## config.mk

```make
export PLATFORM = sky130hd
export DESIGN_NAME = cntr_regif
export DESIGN_NICKNAME = d
export VERILOG_FILES = /design/src/rtl/cntr_regif_pkg.sv /design/src/rtl/regif_cmd_dec.sv /design/src/rtl/regif_byteptr.sv /design/src/rtl/regif_datareg.sv /design/src/rtl/regif_flags.sv /design/src/rtl/cntr_regif.sv
export SDC_FILE = /design/constraint.sdc
export NUM_CORES = 1
export LEC_CHECK = 0
export ABC_CLOCK_PERIOD_IN_PS = 1400
export CORE_MARGIN = 2
export CORE_UTILIZATION = 55
export CTS_CLUSTER_DIAMETER = 50
export CTS_CLUSTER_SIZE = 12
export DETAILED_ROUTE_END_ITERATION = 8
export DONT_BUFFER_PORTS = 1
export GPL_ROUTABILITY_DRIVEN = 1
export PLACE_DENSITY = 0.7
export SLEW_MARGIN = 40
export SYNTH_ARGS = -nofsm -noshare
export SYNTH_HDL_FRONTEND = slang
export SYNTH_SLANG_ARGS = --single-unit
```

## constraint.sdc

```tcl
create_clock -name clk -period 1.4 [get_ports clk]
set_input_delay 0.07 -clock clk [delete_from_list [all_inputs] [get_ports clk]]
set_output_delay 0.07 -clock clk [all_outputs]
set_load 0.02 [all_outputs]
```

## src/rtl/cntr_regif_pkg.sv

```systemverilog
package cntr_regif_pkg;
  localparam int BYTE_W = 8;
  localparam int NFLAGS = 5;

  typedef enum logic [2:0] {
    GRP_ACT  = 3'b000,
    GRP_MODE = 3'b001,
    GRP_IO   = 3'b010,
    GRP_IDX  = 3'b011
  } grp_e;

  typedef struct packed {
    logic ptr_rst;
    logic clr_grp;
    logic clr_err;
    logic xfer;
    logic latch;
    logic ld_mode;
    logic ld_io;
    logic ld_idx;
  } cmd_t;
endpackage

```

## src/rtl/regif_cmd_dec.sv

```systemverilog
module regif_cmd_dec
  import cntr_regif_pkg::*;
(
  input  logic              ctl_wr,
  input  logic [BYTE_W-1:0] wdata,
  output cmd_t              cmd
);
  logic [2:0] grp;
  logic       act;

  always_comb begin
    grp         = wdata[BYTE_W-1 -: 3];
    act         = ctl_wr && (grp == GRP_ACT);
    cmd         = '0;
    cmd.ptr_rst = act && wdata[0];
    cmd.clr_grp = act && (wdata[2:1] == 2'b01 || wdata[2:1] == 2'b10);
    cmd.clr_err = act && (wdata[2:1] == 2'b11);
    cmd.xfer    = act && wdata[3];
    cmd.latch   = act && wdata[4];
    cmd.ld_mode = ctl_wr && (grp == GRP_MODE);
    cmd.ld_io   = ctl_wr && (grp == GRP_IO);
    cmd.ld_idx  = ctl_wr && (grp == GRP_IDX);
  end
endmodule

```

## src/rtl/regif_byteptr.sv

```systemverilog
module regif_byteptr #(
  parameter int NBYTES = 3,
  localparam int PW = (NBYTES > 1) ? $clog2(NBYTES) : 1
) (
  input  logic          clk,
  input  logic          rst,
  input  logic          step,
  input  logic          clear,
  output logic [PW-1:0] ptr
);
  always_ff @(posedge clk) begin
    if (rst || clear)
      ptr <= '0;
    else if (step)
      ptr <= (ptr == PW'(NBYTES-1)) ? '0 : ptr + 1'b1;
  end


  ptr_move_chk: assert property (@(posedge clk) disable iff (rst)
    (step && !clear) |=> (ptr != $past(ptr)));


  ptr_clear_chk: assert property (@(posedge clk) disable iff (rst)
    clear |=> (ptr == '0));
endmodule

```

## src/rtl/regif_datareg.sv

```systemverilog
module regif_datareg #(
  parameter int BYTE_W = 8,
  parameter int NBYTES = 3,
  localparam int PW = (NBYTES > 1) ? $clog2(NBYTES) : 1,
  localparam int CW = BYTE_W * NBYTES
) (
  input  logic              clk,
  input  logic              rst,
  input  logic              wr_en,
  input  logic [PW-1:0]     ptr,
  input  logic [BYTE_W-1:0] wdata,
  input  logic              latch_en,
  input  logic [CW-1:0]     cnt_value,
  output logic [CW-1:0]     preset,
  output logic [BYTE_W-1:0] rbyte
);
  logic [NBYTES-1:0][BYTE_W-1:0] pre_q;
  logic [NBYTES-1:0][BYTE_W-1:0] lat_q;

  for (genvar i = 0; i < NBYTES; i++) begin : g_lane
    always_ff @(posedge clk) begin
      if (rst) begin
        pre_q[i] <= '0;
        lat_q[i] <= '0;
      end else begin
        if (wr_en && ptr == PW'(i))
          pre_q[i] <= wdata;
        if (latch_en)
          lat_q[i] <= cnt_value[i*BYTE_W +: BYTE_W];
      end
    end
  end

  assign preset = pre_q;

  always_comb begin
    rbyte = '0;
    for (int i = 0; i < NBYTES; i++)
      if (ptr == PW'(i))
        rbyte = lat_q[i];
  end


  latch_snap_chk: assert property (@(posedge clk) disable iff (rst)
    latch_en |=> (lat_q == $past(cnt_value)));


  preset_hold_chk: assert property (@(posedge clk) disable iff (rst)
    !wr_en |=> $stable(pre_q));
endmodule

```

## src/rtl/regif_flags.sv

```systemverilog
module regif_flags #(
  parameter int NF = 5
) (
  input  logic          clk,
  input  logic          rst,
  input  logic [NF-1:0] ev,
  input  logic          clr_grp,
  input  logic          clr_err,
  output logic [NF-1:0] q
);
  logic [NF-1:0] clr_mask;

  always_comb begin
    clr_mask = '0;
    if (clr_grp) clr_mask[NF-2:0] = '1;
    if (clr_err) clr_mask[NF-1]   = 1'b1;
  end

  always_ff @(posedge clk) begin
    if (rst)
      q <= '0;
    else
      q <= (q & ~clr_mask) | ev;
  end


  flag_set_wins_chk: assert property (@(posedge clk) disable iff (rst)
    ev[0] |=> q[0]);


  err_keep_chk: assert property (@(posedge clk) disable iff (rst)
    (clr_grp && !clr_err && q[NF-1]) |=> q[NF-1]);


  err_clear_chk: assert property (@(posedge clk) disable iff (rst)
    (clr_err && !ev[NF-1]) |=> !q[NF-1]);
endmodule

```

## src/rtl/cntr_regif.sv

```systemverilog
module cntr_regif
  import cntr_regif_pkg::*;
#(
  parameter int NBYTES = 3,
  localparam int CW = BYTE_W * NBYTES,
  localparam int PW = (NBYTES > 1) ? $clog2(NBYTES) : 1
) (
  input  logic              clk,
  input  logic              rst,
  input  logic              bus_wr,
  input  logic              bus_rd,
  input  logic              bus_ctl,
  input  logic [BYTE_W-1:0] bus_wdata,
  output logic [BYTE_W-1:0] bus_rdata,
  input  logic [CW-1:0]     cnt_value,
  input  logic              cnt_up,
  input  logic              ev_borrow,
  input  logic              ev_carry,
  input  logic              ev_compare,
  input  logic              ev_sign,
  input  logic              ev_error,
  output logic [CW-1:0]     preset_q,
  output logic              preset_load,
  output logic [1:0]        count_mode,
  output logic [1:0]        quad_res,
  output logic              ab_en,
  output logic              idx_load_en,
  output logic              idx_sync,
  output logic              idx_pol
);
  cmd_t              cmd;
  logic [PW-1:0]     ptr;
  logic [BYTE_W-1:0] lat_byte;
  logic [NFLAGS-1:0] flg;
  logic              data_acc;
  logic [BYTE_W-1:0] status;

  assign data_acc = (bus_wr || bus_rd) && !bus_ctl;

  regif_cmd_dec u_dec (
    .ctl_wr (bus_wr && bus_ctl),
    .wdata  (bus_wdata),
    .cmd    (cmd)
  );

  regif_byteptr #(.NBYTES(NBYTES)) u_ptr (
    .clk   (clk),
    .rst   (rst),
    .step  (data_acc),
    .clear (cmd.ptr_rst),
    .ptr   (ptr)
  );

  regif_datareg #(.BYTE_W(BYTE_W), .NBYTES(NBYTES)) u_data (
    .clk       (clk),
    .rst       (rst),
    .wr_en     (bus_wr && !bus_ctl),
    .ptr       (ptr),
    .wdata     (bus_wdata),
    .latch_en  (cmd.latch),
    .cnt_value (cnt_value),
    .preset    (preset_q),
    .rbyte     (lat_byte)
  );

  regif_flags #(.NF(NFLAGS)) u_flags (
    .clk     (clk),
    .rst     (rst),
    .ev      ({ev_error, ev_sign, ev_compare, ev_carry, ev_borrow}),
    .clr_grp (cmd.clr_grp),
    .clr_err (cmd.clr_err),
    .q       (flg)
  );

  assign status = BYTE_W'({cnt_up, flg});

  always_ff @(posedge clk) begin
    if (rst) begin
      bus_rdata   <= '0;
      preset_load <= 1'b0;
      count_mode  <= '0;
      quad_res    <= '0;
      ab_en       <= 1'b0;
      idx_load_en <= 1'b0;
      idx_sync    <= 1'b0;
      idx_pol     <= 1'b0;
    end else begin
      preset_load <= cmd.xfer;
      if (bus_rd)
        bus_rdata <= bus_ctl ? status : lat_byte;
      if (cmd.ld_mode) begin
        count_mode <= bus_wdata[2:1];
        quad_res   <= bus_wdata[4:3];
      end
      if (cmd.ld_io) begin
        ab_en       <= bus_wdata[0];
        idx_load_en <= bus_wdata[1];
      end
      if (cmd.ld_idx) begin
        idx_sync <= bus_wdata[0];
        idx_pol  <= bus_wdata[1];
      end
    end
  end


  load_origin_chk: assert property (@(posedge clk) disable iff (rst)
    preset_load |-> $past(bus_wr && bus_ctl && bus_wdata[7:5] == 3'b000 && bus_wdata[3]));


  ignored_cmd_chk: assert property (@(posedge clk) disable iff (rst)
    (bus_wr && bus_ctl && bus_wdata[7]) |=>
      ($stable(count_mode) && $stable(quad_res) && $stable(ab_en) &&
       $stable(idx_load_en) && $stable(idx_sync) && $stable(idx_pol) && !preset_load));
endmodule

```

==> run summary <==
status: finished clean
Crit. End Element: flip-flop
Final Critical Period: 1.30 ns
Commonest cells post-synth: dfxtp_1, nand2b_1, mux2i_1, nand2_1, nor2_1
CTS buffer count: 9
register area: 1450 sq um
cell with the most instances after synthesis: dfxtp_1
FF+latch count, synth: 72
final setup fails: 0
Post-Syn Nets: 381
DIE AREA: 6570 sq um
die width: 81.1 um
Min Hold Slack: 0.0191 ns
sequential area share after synthesis: 44.1%
fillers: 451
Syn Area/Cell: 9.69 sq um
worst-margin pin slew: 0.413 ns
Setup Buffers After CTS: 0
RD Place Congestion: 0.743
Yosys cell types: 35
Pins Over Slew Limit: 0
vias in the first global route: 2568
maximum number of pins on one net before global-route repair: 70
Core Region: 5820 sq um
largest cells by area after synthesis: dfxtp_1, mux2i_1, nand2b_1
CTS max path bufs: 2
clk root buf: clkbuf_8
f_max: 769 MHz
CP max FO: 2
WL/cell: 16.5 um
antenna viol nets, final: 0
GR Util All Layers: 25.1%
Yosys top cell by area: dfxtp_1
fin crit share: 92.8%
initial core utilization: 56.2%
RSZ-0062 raised after global routing: false
total gr overflow: 0
Pwr Density: 1110 nW/um^2
via count: 2566
Final Skew: 0.00658 ns
crit start category: flip-flop
CTS tree: built
Area Growth Syn to Fin: 30.1%
top-area cell type share of the netlist area: 44.1%
Worst Reg-to-Reg Cells: 3
DR vias/cell: 5.39
warning count from the yosys run: 0
Die Ht: 81.1 um
port buffer count: 0
Final HPWL DP: 4470 um
fraction of layout instances using a drive strength above 1: 8.48%
kind of critical path: flip-flop to flip-flop
1st-iter DRT viols: 160
CTS Sinks: 72
I/O pin count: 84
multi-input logic area: 1620 sq um
Critical Path RT: 1.69 ns
Routed WL: 7840 um
Crit path arrival time: 1.59 ns
static leakage: 0.00158 uW
DRC viols: 0
Worst VDD drop: 0.000800 V
Mapped Cells: 337
Main synth FF type: dfxtp_1
worst rel slew slack: 72.3%
ANT cells: 0
layout net count: 441
Worst-Skew Late Latency: 0.35 ns
first-pass detailed-route iteration total: 4
H-tree depth: 3
Post-synth ARST share: 0%
row count: 28
Max Cap Viol: 0
Final Util: 73.0%
clock slew at reported path FFs: 0.08 ns
Post-synth EDFFs: 0
first-pass GRT wire length: 12400 um
setup TNS: 0 ns
WHS Path Cells: 3
endpoints failing hold: 0
initial antenna violation count: 0
Post-Syn Area: 3270 sq um
Final Power: 4730 uW
Hold WC Path Type: input port to flip-flop
## per-layer routing
metal	vias up	track usage, %	wire [um]
met5	-	0	0
met4	0	11.0	85
met1	1213	32.4	3410
li1	1264	-	-
met3	10	6.44	543
met2	79	39.6	3800
## cell usage in the layout, fill, tap and decap left out, types with 4 or more instances in the layout
master	instances
nand2b_1	56
dfxtp_1	66
dfxtp_2	6
mux2i_1	53
nor2_1	21
a311oi_1	5
nand2_1	24
bufinv_16	4
nor3b_1	7
nand3_1	5
o21ai_0	4
o221ai_1	6
inv_1	14
a21o_1	6
dlygate4sd3_1	68
a21oi_1	18
clkbuf_8	9
## critical path, stage by stage, from the launching register on
cell and delay (ns):
dfxtp_1 0.46, nand2b_1 0.10, mux2i_1 0.13, dlygate4sd3_1 0.56
## where the power goes
| group | switching, uW | total [uW] | internal, uW | leakage, uW |
|---|---|---|---|---|
| clock network | 777 | 2130 | 1350 | 0.000125 |
| registers | 72.8 | 2170 | 2100 | 0.000587 |
| logic | 182 | 434 | 252 | 0.000865 |
## timing repair
| action | 4_1_cts | 5_1_grt |
|---|---|---|
| endpoints found under the hold margin | 72 | 0 |
| endpoints found under the setup margin | 0 | 21 |
| hold buffers | 70 | 0 |
| resized for setup | 0 | 9 |
## worst paths after layout
check | startpoint | end | slack, ns
max | ab_en$_SDFFE_PP0P_ | ab_en$_SDFFE_PP0P_ | 0.10
min | bus_wr | u_data.preset[1]$_SDFFE_PP0P_ | 0.02
max reg2reg | ab_en$_SDFFE_PP0P_ | ab_en$_SDFFE_PP0P_ | 0.10
min reg2reg | u_data.lat_q[18]$_SDFFE_PP0P_ | u_data.lat_q[18]$_SDFFE_PP0P_ | 0.47
## state kept, by name (all words and copies together) (netlist names)
| name | count |
|---|---|
| u_data.lat_q | 24 |
| u_data.preset | 24 |
| bus_rdata | 8 |
| u_flags.q | 5 |
| count_mode | 2 |
| quad_res | 2 |
| u_ptr.ptr | 2 |
| ab_en | 1 |
| idx_load_en | 1 |
| idx_pol | 1 |
| idx_sync | 1 |
| preset_load | 1 |
## stage by stage
step	worst slack (ns)	instance area (sq um)	std cells
after global routing	0.0179	4250	476
final	0.100	4250	476
after global placement	0.0772	3260	391
after detailed placement	0.0555	3260	391
after floorplan	0.173	3270	337
after CTS	0.0331	4230	476
## layout make-up
class	count	area share, %
Clock buffer	9	2.92
Clock inverter	6	3.12
Inverter	14	1.24
Multi-Input combinational cell	226	38.1
Sequential cell	72	34.1
Tap cell	75	2.21
Timing Repair Buffer	74	18.3
## cells by family after synthesis
| kind of cell | Yosys count | share of synthesized area (%) |
|---|---|---|
| mux | 53 | 16.2 |
| compound gates | 46 | 9.69 |
| simple gates | 126 | 23.1 |
| flops | 72 | 44.1 |
| buf+inv | 39 | 6.47 |
| fa+ha+maj | 1 | 0.383 |
Note: power is estimated with default switching activity, not from simulation.
